==> src/rtl/eeprom_slave_pkg.sv <==
package eeprom_slave_pkg;

  typedef enum logic [2:0] {
    ST_IDLE,
    ST_DEVSEL,
    ST_ADDRH,
    ST_ADDRL,
    ST_WDATA,
    ST_RDATA,
    ST_RDONE,
    ST_PROG
  } engState_t;

  // strobes from the control FSM to the datapath
  typedef struct packed {
    logic shiftIn;   // shift one received bit into the receive register
    logic loadHi;    // capture the high address byte
    logic loadPtr;   // load the address pointer from both address bytes
    logic bufClear;  // forget all buffered page bytes
    logic bufWrite;  // store the received byte into the page buffer
    logic incPtr;    // advance the pointer after a transmitted byte
    logic loadTx;    // load the transmit register from array read data
    logic shiftTx;   // move to the next transmit bit
    logic commit;    // programming interval: present one buffer slot
  } dpCtl_t;

endpackage

==> src/rtl/eeprom_bus_edge.sv <==
module eeprom_bus_edge (
  input  logic clk,
  input  logic rstN,
  input  logic sclIn,
  input  logic sdaIn,
  output logic sclRise,
  output logic sclFall,
  output logic startSeen,
  output logic stopSeen
);

  logic sclPrev;
  logic sdaPrev;

  always_ff @(posedge clk or negedge rstN) begin
    if (!rstN) begin
      sclPrev <= 1'b1;
      sdaPrev <= 1'b1;
    end else begin
      sclPrev <= sclIn;
      sdaPrev <= sdaIn;
    end
  end

  assign sclRise   = sclIn & ~sclPrev;
  assign sclFall   = ~sclIn & sclPrev;
  assign startSeen = sclIn & sclPrev & sdaPrev & ~sdaIn;
  assign stopSeen  = sclIn & sclPrev & ~sdaPrev & sdaIn;

endmodule

==> src/rtl/eeprom_slave_ctrl.sv <==
module eeprom_slave_ctrl
  import eeprom_slave_pkg::*;
#(
  parameter logic [6:0] DEV_ID      = 7'b1010000,
  parameter int         PAGE_BYTES  = 64,
  parameter int         PROG_CYCLES = 10000,
  localparam int        IDX_W       = $clog2(PAGE_BYTES),
  localparam int        CNT_W       = $clog2(PROG_CYCLES + 1)
) (
  input  logic             clk,
  input  logic             rstN,
  input  logic             sclRise,
  input  logic             sclFall,
  input  logic             startSeen,
  input  logic             stopSeen,
  input  logic             sdaIn,
  input  logic             writeCtl,
  input  logic [7:0]       rxByte,
  input  logic             bufAny,
  output dpCtl_t           ctl,
  output logic [IDX_W-1:0] commitIdx,
  output logic             ackOn,
  output logic             txOn,
  output logic             busy
);

  engState_t        state, nState;
  logic [3:0]       bitCnt, nBit;
  logic [CNT_W-1:0] progCnt, nProg;
  logic             nAck, nTx;
  logic             rxPhase;

  assign rxPhase   = (state == ST_DEVSEL) || (state == ST_ADDRH) ||
                     (state == ST_ADDRL)  || (state == ST_WDATA);
  assign commitIdx = progCnt[IDX_W-1:0];
  assign busy      = (state == ST_PROG);

  always_comb begin
    nState = state;
    nBit   = bitCnt;
    nAck   = ackOn;
    nTx    = txOn;
    nProg  = progCnt;
    ctl    = '0;
    if (state == ST_PROG) begin
      ctl.commit = (progCnt < CNT_W'(PAGE_BYTES));
      if (progCnt == CNT_W'(PROG_CYCLES - 1)) begin
        nState = ST_IDLE;
        nProg  = '0;
      end else begin
        nProg = progCnt + CNT_W'(1);
      end
    end else if (startSeen) begin
      nState = ST_DEVSEL;
      nBit   = '0;
      nAck   = 1'b0;
      nTx    = 1'b0;
    end else if (stopSeen) begin
      // a STOP in the middle of a read is not honoured
      if (state != ST_RDATA) begin
        nAck   = 1'b0;
        nTx    = 1'b0;
        nBit   = '0;
        nProg  = '0;
        nState = (state == ST_WDATA && bufAny) ? ST_PROG : ST_IDLE;
      end
    end else if (rxPhase) begin
      if (sclRise) begin
        if (bitCnt < 4'd8) begin
          ctl.shiftIn = 1'b1;
          nBit        = bitCnt + 4'd1;
        end else begin
          nBit = 4'd9;
        end
      end
      if (sclFall) begin
        if (bitCnt == 4'd8) begin
          unique case (state)
            ST_DEVSEL: begin
              if (rxByte[7:1] == DEV_ID) nAck = 1'b1;
              else                       nState = ST_IDLE;
            end
            ST_ADDRH: begin
              nAck       = 1'b1;
              ctl.loadHi = 1'b1;
            end
            ST_ADDRL: begin
              nAck         = 1'b1;
              ctl.loadPtr  = 1'b1;
              ctl.bufClear = 1'b1;
            end
            default: begin
              if (!writeCtl) begin
                nAck         = 1'b1;
                ctl.bufWrite = 1'b1;
              end
            end
          endcase
        end else if (bitCnt == 4'd9) begin
          nAck = 1'b0;
          nBit = '0;
          unique case (state)
            ST_DEVSEL: begin
              if (rxByte[0]) begin
                nState     = ST_RDATA;
                ctl.loadTx = 1'b1;
                nTx        = 1'b1;
              end else begin
                nState = ST_ADDRH;
              end
            end
            ST_ADDRH: nState = ST_ADDRL;
            ST_ADDRL: nState = ST_WDATA;
            default:  nState = ST_WDATA;
          endcase
        end
      end
    end else if (state == ST_RDATA) begin
      if (sclRise) begin
        if (bitCnt < 4'd8) begin
          nBit = bitCnt + 4'd1;
        end else begin
          nBit = 4'd9;
          if (sdaIn) nState = ST_RDONE;  // master NoACK
        end
      end
      if (sclFall) begin
        if (bitCnt >= 4'd1 && bitCnt <= 4'd7) begin
          ctl.shiftTx = 1'b1;
        end else if (bitCnt == 4'd8) begin
          nTx        = 1'b0;
          ctl.incPtr = 1'b1;
        end else if (bitCnt == 4'd9) begin
          nBit       = '0;
          ctl.loadTx = 1'b1;
          nTx        = 1'b1;
        end
      end
    end
  end

  always_ff @(posedge clk or negedge rstN) begin
    if (!rstN) begin
      state   <= ST_IDLE;
      bitCnt  <= '0;
      ackOn   <= 1'b0;
      txOn    <= 1'b0;
      progCnt <= '0;
    end else begin
      state   <= nState;
      bitCnt  <= nBit;
      ackOn   <= nAck;
      txOn    <= nTx;
      progCnt <= nProg;
    end
  end

endmodule

==> src/rtl/eeprom_slave_dp.sv <==
module eeprom_slave_dp
  import eeprom_slave_pkg::*;
#(
  parameter int  ADDR_W     = 15,
  parameter int  PAGE_BYTES = 64,
  localparam int IDX_W      = $clog2(PAGE_BYTES),
  localparam int HI_W       = ADDR_W - 8
) (
  input  logic              clk,
  input  logic              rstN,
  input  dpCtl_t            ctl,
  input  logic              sdaIn,
  input  logic [7:0]        memRdData,
  input  logic [IDX_W-1:0]  commitIdx,
  output logic [7:0]        rxByte,
  output logic              txBit,
  output logic              bufAny,
  output logic [ADDR_W-1:0] memAddr,
  output logic              memWrEn,
  output logic [7:0]        memWrData
);

  logic [7:0]            rxShift;
  logic [7:0]            txShift;
  logic [HI_W-1:0]       addrHi;
  logic [ADDR_W-1:0]     ptr;
  logic [PAGE_BYTES-1:0] bufMask;
  logic [7:0]            bufRd [PAGE_BYTES];

  always_ff @(posedge clk or negedge rstN) begin
    if (!rstN) begin
      rxShift <= '0;
      txShift <= 8'hFF;
      addrHi  <= '0;
      ptr     <= '0;
      bufMask <= '0;
    end else begin
      if (ctl.shiftIn) rxShift <= {rxShift[6:0], sdaIn};
      if (ctl.loadHi)  addrHi  <= rxShift[HI_W-1:0];
      if (ctl.loadPtr) ptr     <= {addrHi, rxShift};
      if (ctl.bufClear) bufMask <= '0;
      if (ctl.bufWrite) begin
        bufMask[ptr[IDX_W-1:0]] <= 1'b1;
        ptr[IDX_W-1:0]          <= ptr[IDX_W-1:0] + IDX_W'(1);
      end
      if (ctl.incPtr) ptr <= ptr + ADDR_W'(1);
      if (ctl.loadTx)       txShift <= memRdData;
      else if (ctl.shiftTx) txShift <= {txShift[6:0], 1'b1};
    end
  end

  // page buffer: one byte register per slot
  for (genvar g = 0; g < PAGE_BYTES; g++) begin : gSlot
    logic [7:0] slotData;
    always_ff @(posedge clk) begin
      if (ctl.bufWrite && ptr[IDX_W-1:0] == IDX_W'(g)) slotData <= rxShift;
    end
    assign bufRd[g] = slotData;
  end

  assign rxByte    = rxShift;
  assign txBit     = txShift[7];
  assign bufAny    = |bufMask;
  assign memAddr   = ctl.commit ? {ptr[ADDR_W-1:IDX_W], commitIdx} : ptr;
  assign memWrEn   = ctl.commit & bufMask[commitIdx];
  assign memWrData = bufRd[commitIdx];

endmodule

==> src/rtl/eeprom_serial_slave.sv <==
module eeprom_serial_slave
  import eeprom_slave_pkg::*;
#(
  parameter logic [6:0] DEV_ID      = 7'b1010000,
  parameter int         ADDR_W      = 15,
  parameter int         PAGE_BYTES  = 64,
  parameter int         PROG_CYCLES = 10000,
  localparam int        IDX_W       = $clog2(PAGE_BYTES)
) (
  input  logic              clk,
  input  logic              rstN,
  input  logic              sclIn,
  input  logic              sdaIn,
  input  logic              writeCtl,
  output logic              sdaPullDown,
  output logic              busy,
  output logic [ADDR_W-1:0] memAddr,
  input  logic [7:0]        memRdData,
  output logic              memWrEn,
  output logic [7:0]        memWrData
);

  logic             sclRise, sclFall, startSeen, stopSeen;
  logic [7:0]       rxByte;
  logic             txBit, bufAny, ackOn, txOn;
  logic [IDX_W-1:0] commitIdx;
  dpCtl_t           ctl;

  eeprom_bus_edge uEdge (
    .clk       (clk),
    .rstN      (rstN),
    .sclIn     (sclIn),
    .sdaIn     (sdaIn),
    .sclRise   (sclRise),
    .sclFall   (sclFall),
    .startSeen (startSeen),
    .stopSeen  (stopSeen)
  );

  eeprom_slave_ctrl #(
    .DEV_ID      (DEV_ID),
    .PAGE_BYTES  (PAGE_BYTES),
    .PROG_CYCLES (PROG_CYCLES)
  ) uCtrl (
    .clk       (clk),
    .rstN      (rstN),
    .sclRise   (sclRise),
    .sclFall   (sclFall),
    .startSeen (startSeen),
    .stopSeen  (stopSeen),
    .sdaIn     (sdaIn),
    .writeCtl  (writeCtl),
    .rxByte    (rxByte),
    .bufAny    (bufAny),
    .ctl       (ctl),
    .commitIdx (commitIdx),
    .ackOn     (ackOn),
    .txOn      (txOn),
    .busy      (busy)
  );

  eeprom_slave_dp #(
    .ADDR_W     (ADDR_W),
    .PAGE_BYTES (PAGE_BYTES)
  ) uDp (
    .clk       (clk),
    .rstN      (rstN),
    .ctl       (ctl),
    .sdaIn     (sdaIn),
    .memRdData (memRdData),
    .commitIdx (commitIdx),
    .rxByte    (rxByte),
    .txBit     (txBit),
    .bufAny    (bufAny),
    .memAddr   (memAddr),
    .memWrEn   (memWrEn),
    .memWrData (memWrData)
  );

  assign sdaPullDown = ackOn | (txOn & ~txBit);

endmodule

==> config.mk <==
export PLATFORM = sky130hd
export DESIGN_NAME = eeprom_serial_slave
export DESIGN_NICKNAME = d
export VERILOG_FILES = /design/src/rtl/eeprom_slave_pkg.sv /design/src/rtl/eeprom_bus_edge.sv /design/src/rtl/eeprom_slave_ctrl.sv /design/src/rtl/eeprom_slave_dp.sv /design/src/rtl/eeprom_serial_slave.sv
export SDC_FILE = /design/constraint.sdc
export NUM_CORES = 1
export LEC_CHECK = 0
export BUFFER_PORTS_ARGS = -buffer_cell sky130_fd_sc_hd__buf_2
export CAP_MARGIN = 25
export CORE_MARGIN = 2
export CORE_UTILIZATION = 62
export DETAILED_ROUTE_END_ITERATION = 10
export PLACE_DENSITY_LB_ADDON = 0.1
export SLEW_MARGIN = 25
export SYNTH_ARGS = -nofsm -noshare
export SYNTH_HDL_FRONTEND = slang
export SYNTH_SLANG_ARGS = --single-unit
export TNS_END_PERCENT = 5
==> constraint.sdc <==
create_clock -name clk -period 3 [get_ports clk]
set_clock_uncertainty 0.1 [all_clocks]
set_input_delay 0.45 -clock clk [delete_from_list [all_inputs] [get_ports clk]]
set_output_delay 0.45 -clock clk [all_outputs]
set_load 0.05 [all_outputs]
==> metrics, run 1 <==
Filler cells=2507; pwr/cell area=roughly 860 nW/um^2; Hold Vio Cnt, Final=0; startpoint types=flop; Yosys reg bits=~640; Post-Synthesis Cells=1657; n_diodes=0; Place WS=-0.132 ns; FFs w/ async S/R, synth=19.9%; Commonest cells post-synth=edfxtp_1 (512), nand2_1 (137), mux4_2 (119); DR iter-0 viols=1993; top cells by area, synth=edfxtp_1 (58%), dfrtp_1 (11%), mux4_2 (10%), mux2i_1 (2.3%), nand2_1 (1.9%); R2R cell count=8; syn_nets=1679; flop-to-flop setup slack=0.05 ns; max-slew violations=0; TritonCTS clock tree=done; Synth Warn #=0; Worst-Skew Late Latency=0.60 ns; Initial Util=63.2%; non-filler cells, final=2434; root buffer cell=clkbuf_16; layout cells sized above 1=between 20% and 30%; GP Congestion=0.930; first-pass GRT wire length=102000 um; Slowest cell on crit path=dfrtp_4; Register Area=18600 sq um; CP Capture Type=output port; area occupied by multi-input gates=7780 sq um; CP dominant cell by count=buf_4; P&R area growth vs syn=17.3%; VDD IR max=about 0.00067 V; achievable clock frequency=roughly 290 MHz; type of the worst setup path=flop to output port; Die ar.=44600 sq um; syn avg cell area=16.1 sq um; routed vias=about 16000; antenna violations before repair=2; Hold Path Class=input port to flop; RSZ-0062 raised after global routing=yes; Synth top area share=57.7%; worst r2r dst=uDp.gSlot[58].slotData[1]; TritonCTS buffer count=66; CP Cell Sequence=buf_6, buf_12, buf_16, buf_4, mux4_2, a22oi_1, nand3_2, a22o_1, buf_4; most numerous cell in the Yosys netlist=edfxtp_1; via-per-instance ratio=6.77; WL final=68800 um; grt ovf=0; crit path DAT=2.95 ns; number of max-cap violations=0; failing checks=setup timing; H-tree lvl count=3; clock sinks=639; GRT Max-Usage Layer=met2; RR Startpoint=uCtrl.bitCnt[0]; PortBufs=38; final-stage net count=1867; placed cell count=2287; Final setup viols=9; pin count of the biggest net entering global routing=69; Seq/Total Area, Yosys=69.7%; Reg clk slew, reported paths=0.06 ns; vias in the first global route=between 15000 and 20000; number of placement rows=75; status=complete, but fails checks; synth unique cells=70; hpwl dp=41800 um; setup TNS=-4.27 ns; core area=approximately 42000 sq um; leakage power total=10.9 nW; met3 Use GR=6.04%; Worst Path Max Fanout=8; area leader, netlist=edfxtp_1; Slew headroom=around 45%; slowest cell delay on critical path=0.50 ns; num ports=39; worst path required time=2.45 ns; die height=211 um; Setup WS post-layout=-0.504 ns; Routed WL per cell=around 28 um; Slew @ Worst Pin=0.825 ns; number of nets with antenna violations after routing=0; Setup crit end=memWrData[0]; Die X=211 um; Global Route met1 Usage=between 40% and 50%; min Tclk post-route=3.50 ns; total power=roughly 0.027 W; CP Launch Point=uCtrl.progCnt[0]; Global Route met2 Usage=49.4%; Top FF cell, synth=edfxtp_1; period utilisation layout=117%; Post-route DRC=0; Tot GR Track Use=31.5%; Post-synth EDFFs=512; Clock Path Buffers=3; post-synth design cell area=26600 sq um; Initial DRT Pass Iterations=6
[worst max-delay path: cells and delay by family (launching register included)]
kind	cells	cell delay, ns
DFF	1	0.50
muxes	1	0.41
buffers and inverters	5	0.78
AOI/OAI and AO/OA	2	0.49
and+or+nand+nor	1	0.17
[timing repair]
action                                  in CTS  in global routing
endpoints found under the setup margin      15                 86
hold buffers                                10                  0
buffers inserted                             8                  8
pin swaps                                   13                 16
hold endpoints to repair                    52                  0
gates cloned                                 5                  2
gates resized for setup                     56                 47
[cells in the final DEF, fill, tap and decap left out, types with 9 or more instances in the layout]
| cell type | netlist | layout |
|---|---|---|
| clkbuf_1 | 41 | 17 |
| nand3_1 | 37 | 34 |
| nand2_1 | 137 | 135 |
| nand4_1 | 11 | 11 |
| ha_1 | 9 | 9 |
| clkbuf_16 | 0 | 69 |
| a22o_1 | 15 | 15 |
| dfstp_2 | 10 | 10 |
| dlygate4sd3_1 | 0 | 10 |
| nand2b_1 | 10 | 10 |
| edfxtp_1 | 512 | 512 |
| a22oi_2 | 0 | 11 |
| a21oi_1 | 30 | 23 |
| nor2_1 | 108 | 108 |
| buf_12 | 0 | 17 |
| mux2i_1 | 61 | 58 |
| nor2b_1 | 14 | 13 |
| clkinv_2 | 0 | 10 |
| nor3_1 | 15 | 14 |
| buf_4 | 19 | 139 |
| mux4_2 | 119 | 119 |
| buf_2 | 23 | 28 |
| a22oi_1 | 40 | 29 |
| inv_1 | 22 | 22 |
| dfrtp_1 | 117 | 107 |
| nor4_1 | 24 | 21 |
| clkinv_1 | 1 | 10 |
| buf_6 | 8 | 11 |
| o211ai_1 | 11 | 11 |
| o21ai_0 | 94 | 87 |
| o22ai_1 | 21 | 13 |
| mux2_2 | 19 | 19 |
[layout make-up]
cell class	instances	area share, %
Sequential cell	639	59.5
Clock inverter	34	1.07
Inverter	23	0.276
Clock buffer	84	5.57
Multi-Input combinational cell	897	24.9
Tap cell	539	2.16
Timing Repair Buffer	218	6.56
[per-layer routing]
metal,up-vias,wire length [um]
met5,-,21
met4,4,2010
met1,8428,27600
li1,6962,-
met2,938,33300
met3,139,5870
[where the power goes]
| group | switching [W] | internal, W | total, W |
|---|---|---|---|
| Sequential | 0.000234 | 0.0107 | 0.0109 |
| Combinational | 0.00472 | 0.00333 | 0.00804 |
| Clock | 0.00338 | 0.00457 | 0.00795 |
[logic make-up (layout without fill, tap and decap cells)]
group           count (synthesis)  count (layout)  share of synthesized area, %
xor+xnor                        3               3                        0.0986
compound gates                287             287                          7.20
simple gates                  399             399                          7.13
fa+ha+maj                       9               9                         0.423
flops                         639             639                          69.7
mux                           199             199                          13.2
buf+inv                       121             359                          2.31
[registers in the layout (all words and copies together), names as in the netlist]
name,count
uCtrl.bitCnt,4
uCtrl.state,3
uDp.addrHi,7
uDp.ptr,15
uEdge.sclPrev,1
uDp.rxByte,8
uDp.bufMask,64
uDp.txShift,8
uEdge.sdaPrev,1
uDp.gSlot.slotData,512
uCtrl.txOn,1
uCtrl.ackOn,1
uCtrl.progCnt,14
[worst min-delay path by stage]
stage	from	endpoint	slack [ns]	cells after the start
floorplan	rstN	uCtrl.ackOn	0.05	0
global placement	uDp.txShift[0]	uDp.txShift[0]	0.36	2
detailed placement	uDp.txShift[0]	uDp.txShift[0]	0.37	2
CTS	memRdData[3]	uDp.txShift[3]	0.03	3
global route	memRdData[3]	uDp.txShift[3]	0.05	3
finish	memRdData[3]	uDp.txShift[3]	0.05	3
[through the flow]
step | utilization, % | instance area (sq um) | hold WS [ns]
2_1_floorplan | - | 26600 | 0.0544
3_3_place_gp | 67.3 | 28300 | 0.362
3_5_place_dp | 67.3 | 28300 | 0.367
4_1_cts | 73.5 | 31000 | 0.0318
5_1_grt | 74.2 | 31300 | 0.0544
6_report | 74.2 | 31300 | 0.0469
Note: power is estimated with default switching activity, not from simulation.
==> run 2, diff against run 1 <==
--- a/config.mk
+++ b/config.mk
@@ -5,11 +5,11 @@
 export SDC_FILE = /design/constraint.sdc
 export NUM_CORES = 1
 export LEC_CHECK = 0
-export BUFFER_PORTS_ARGS = -buffer_cell sky130_fd_sc_hd__buf_2
-export CAP_MARGIN = 25
+export CAP_MARGIN = 20
 export CORE_MARGIN = 2
 export CORE_UTILIZATION = 62
 export DETAILED_ROUTE_END_ITERATION = 10
+export DONT_BUFFER_PORTS = 1
 export PLACE_DENSITY_LB_ADDON = 0.1
 export SLEW_MARGIN = 25
 export SYNTH_ARGS = -nofsm -noshare
==> constraint.sdc (replaced) <==
create_clock -name clk -period 3 [get_ports clk]
set_clock_uncertainty 0.1 [all_clocks]
set_input_delay 0.9 -clock clk [delete_from_list [all_inputs] [get_ports clk]]
set_output_delay 0.9 -clock clk [all_outputs]
set_load 0.05 [all_outputs]
==> run 2 against run 1 <==
The run ends with hold timing, setup timing left. Critical path depth did not move. Highest routed layer is now met4. Worst hold slack got worse by 0.19 ns. Cell count rose by 0.12%.
==> metrics, run 2 (synthesized netlist as in run 1, its figures left out) <==
final-stage net count=~1900; Routed WL per cell=28.1 um; CP Launch Point=uCtrl.progCnt[0]; PortBufs=0; grt ovf=0; status=complete, but fails checks; max-slew violations=0; vias in the first global route=16400; P&R area growth vs syn=17.6%; type of the worst setup path=flop to output port; number of placement rows=75; CP Cell Sequence=buf_12, buf_12, buf_12, mux4_2, o22ai_4, nor4_4, buf_4, o211a_4, buf_12; worst r2r dst=uCtrl.state[2]; min Tclk post-route=4.02 ns; RSZ-0062 raised after global routing=yes; Reg clk slew, reported paths=0.07 ns; Worst-Skew Late Latency=around 0.64 ns; Hold Path Class=input port to async pin; Largest regs=uDp.gSlot.slotData x512, uDp.bufMask x64, uDp.ptr x15; Clock Path Buffers=3; Post-route DRC=0; total power=about 0.027 W; Slowest cell on crit path=dfrtp_4; clock sinks=639; via-per-instance ratio=6.74; die height=211 um; CP bufs+invs=5; TritonCTS buffer count=61; Register Area=18600 sq um; Initial DRT Pass Iterations=7; crit path DAT=3.02 ns; flop-to-flop setup slack=0.29 ns; pwr/cell area=about 850 nW/um^2; pin count of the biggest net entering global routing=128; Slew headroom=45.7%; H-tree lvl count=2; Final setup viols=15; Setup WS post-layout=-1.02 ns; RR Startpoint=uCtrl.progCnt[1]; hpwl dp=42500 um; TritonCTS clock tree=done; Die ar.=~45000 sq um; routed vias=about 16000; failing checks=hold timing, setup timing; Top delay family on crit path=buffers and inverters; commonest non-fill, non-tap cell in the layout=edfxtp_1; number of nets with antenna violations after routing=0; slowest cell delay on critical path=0.57 ns; startpoint types=flop; n_diodes=0; Top reg by flops=uDp.gSlot.slotData; Tot GR Track Use=31.7%; core area=42100 sq um; number of max-cap violations=0; first-pass GRT wire length=roughly 100000 um; max reg flops=512; setup TNS=-9.29 ns; CP dominant cell by count=buf_12; VDD IR max=0.00115 V; Slew @ Worst Pin=0.814 ns; root buffer cell=clkbuf_16; area occupied by multi-input gates=7840 sq um; num ports=39; leakage power total=10.9 nW; most frequent cells in the layout=edfxtp_1 (512), buf_4 (184), nand2_1 (136); Place WS=-0.717 ns; Hold Vio Cnt, Final=117; CP Capture Type=output port; antenna violations before repair=0; Die X=about 210 um; DR iter-0 viols=2120; hold_ws=-0.142 ns; Worst Path Max Fanout=6; period utilisation layout=134%; WL final=roughly 70000 um; layout cells sized above 1=28.7%; Filler cells=2478; worst path required time=2.00 ns; GP Congestion=~0.9; Initial Util=63.2%; R2R cell count=6; achievable clock frequency=roughly 250 MHz
## run 2: cell types whose count changed in the layout (fill, tap and decap cells not counted), moves of 6 or more
| cell | before | now |
|---|---|---|
| buf_12 | 17 | 37 |
| buf_2 | 28 | 0 |
| buf_4 | 139 | 184 |
| buf_6 | 11 | 3 |
| clkbuf_1 | 17 | 11 |
| clkbuf_16 | 69 | 61 |
| clkinv_1 | 10 | 17 |
| dlygate4sd3_1 | 10 | 0 |
## run 2: where the power goes
group	internal [W]	leakage, nW	switching (W)
registers	0.0107	6.34	0.000267
logic	0.00374	3.67	0.00474
clock network	0.00398	0.912	0.00325
total	0.0184	10.9	0.00826
## run 2: layout make-up
cell class,instances,share of cell area (%)
clock buffer,72,5.01
clock inverter,38,0.911
inverter,23,0.276
multi-input combinational,897,25.0
sequential,639,59.3
tap,539,2.15
timing repair buffer,229,7.28
## run 2: per-layer routing
metal	part of all wire (%)	GRT usage [%]	routed length, um	up-vias
li1	-	-	-	6951
met1	40	45.9	27600	8400
met2	47	47.9	32100	918
met3	9.3	6.78	6370	154
met4	3.7	12.9	2550	0
met5	0	0	0	-
## run 2: stage by stage
stage	cell area (sq um)	util, %	instances
final	31300	74.3	2437
after global routing	31300	74.3	2437
after CTS	31200	74.0	2432
after detailed placement	28800	68.3	2305
after global placement	28800	68.3	2305
after floorplan	26700	-	1657
## run 2: repair_timing
item	CTS	global route
buffers inserted	13	6
resized for setup	64	18
setup endpoints to repair	15	15
hold endpoints to repair	127	119
pin swaps	16	19
gates cloned	4	0
## run 2: worst max path at each step
stage	cells after the start	slack [ns]	end
2_1_floorplan	8	-0.15	memWrEn
3_3_place_gp	9	-0.71	memWrData[2]
3_5_place_dp	9	-0.72	memWrData[2]
4_1_cts	9	-0.99	memWrData[2]
5_1_grt	9	-1.09	memWrData[5]
6_report	9	-1.02	memWrData[5]
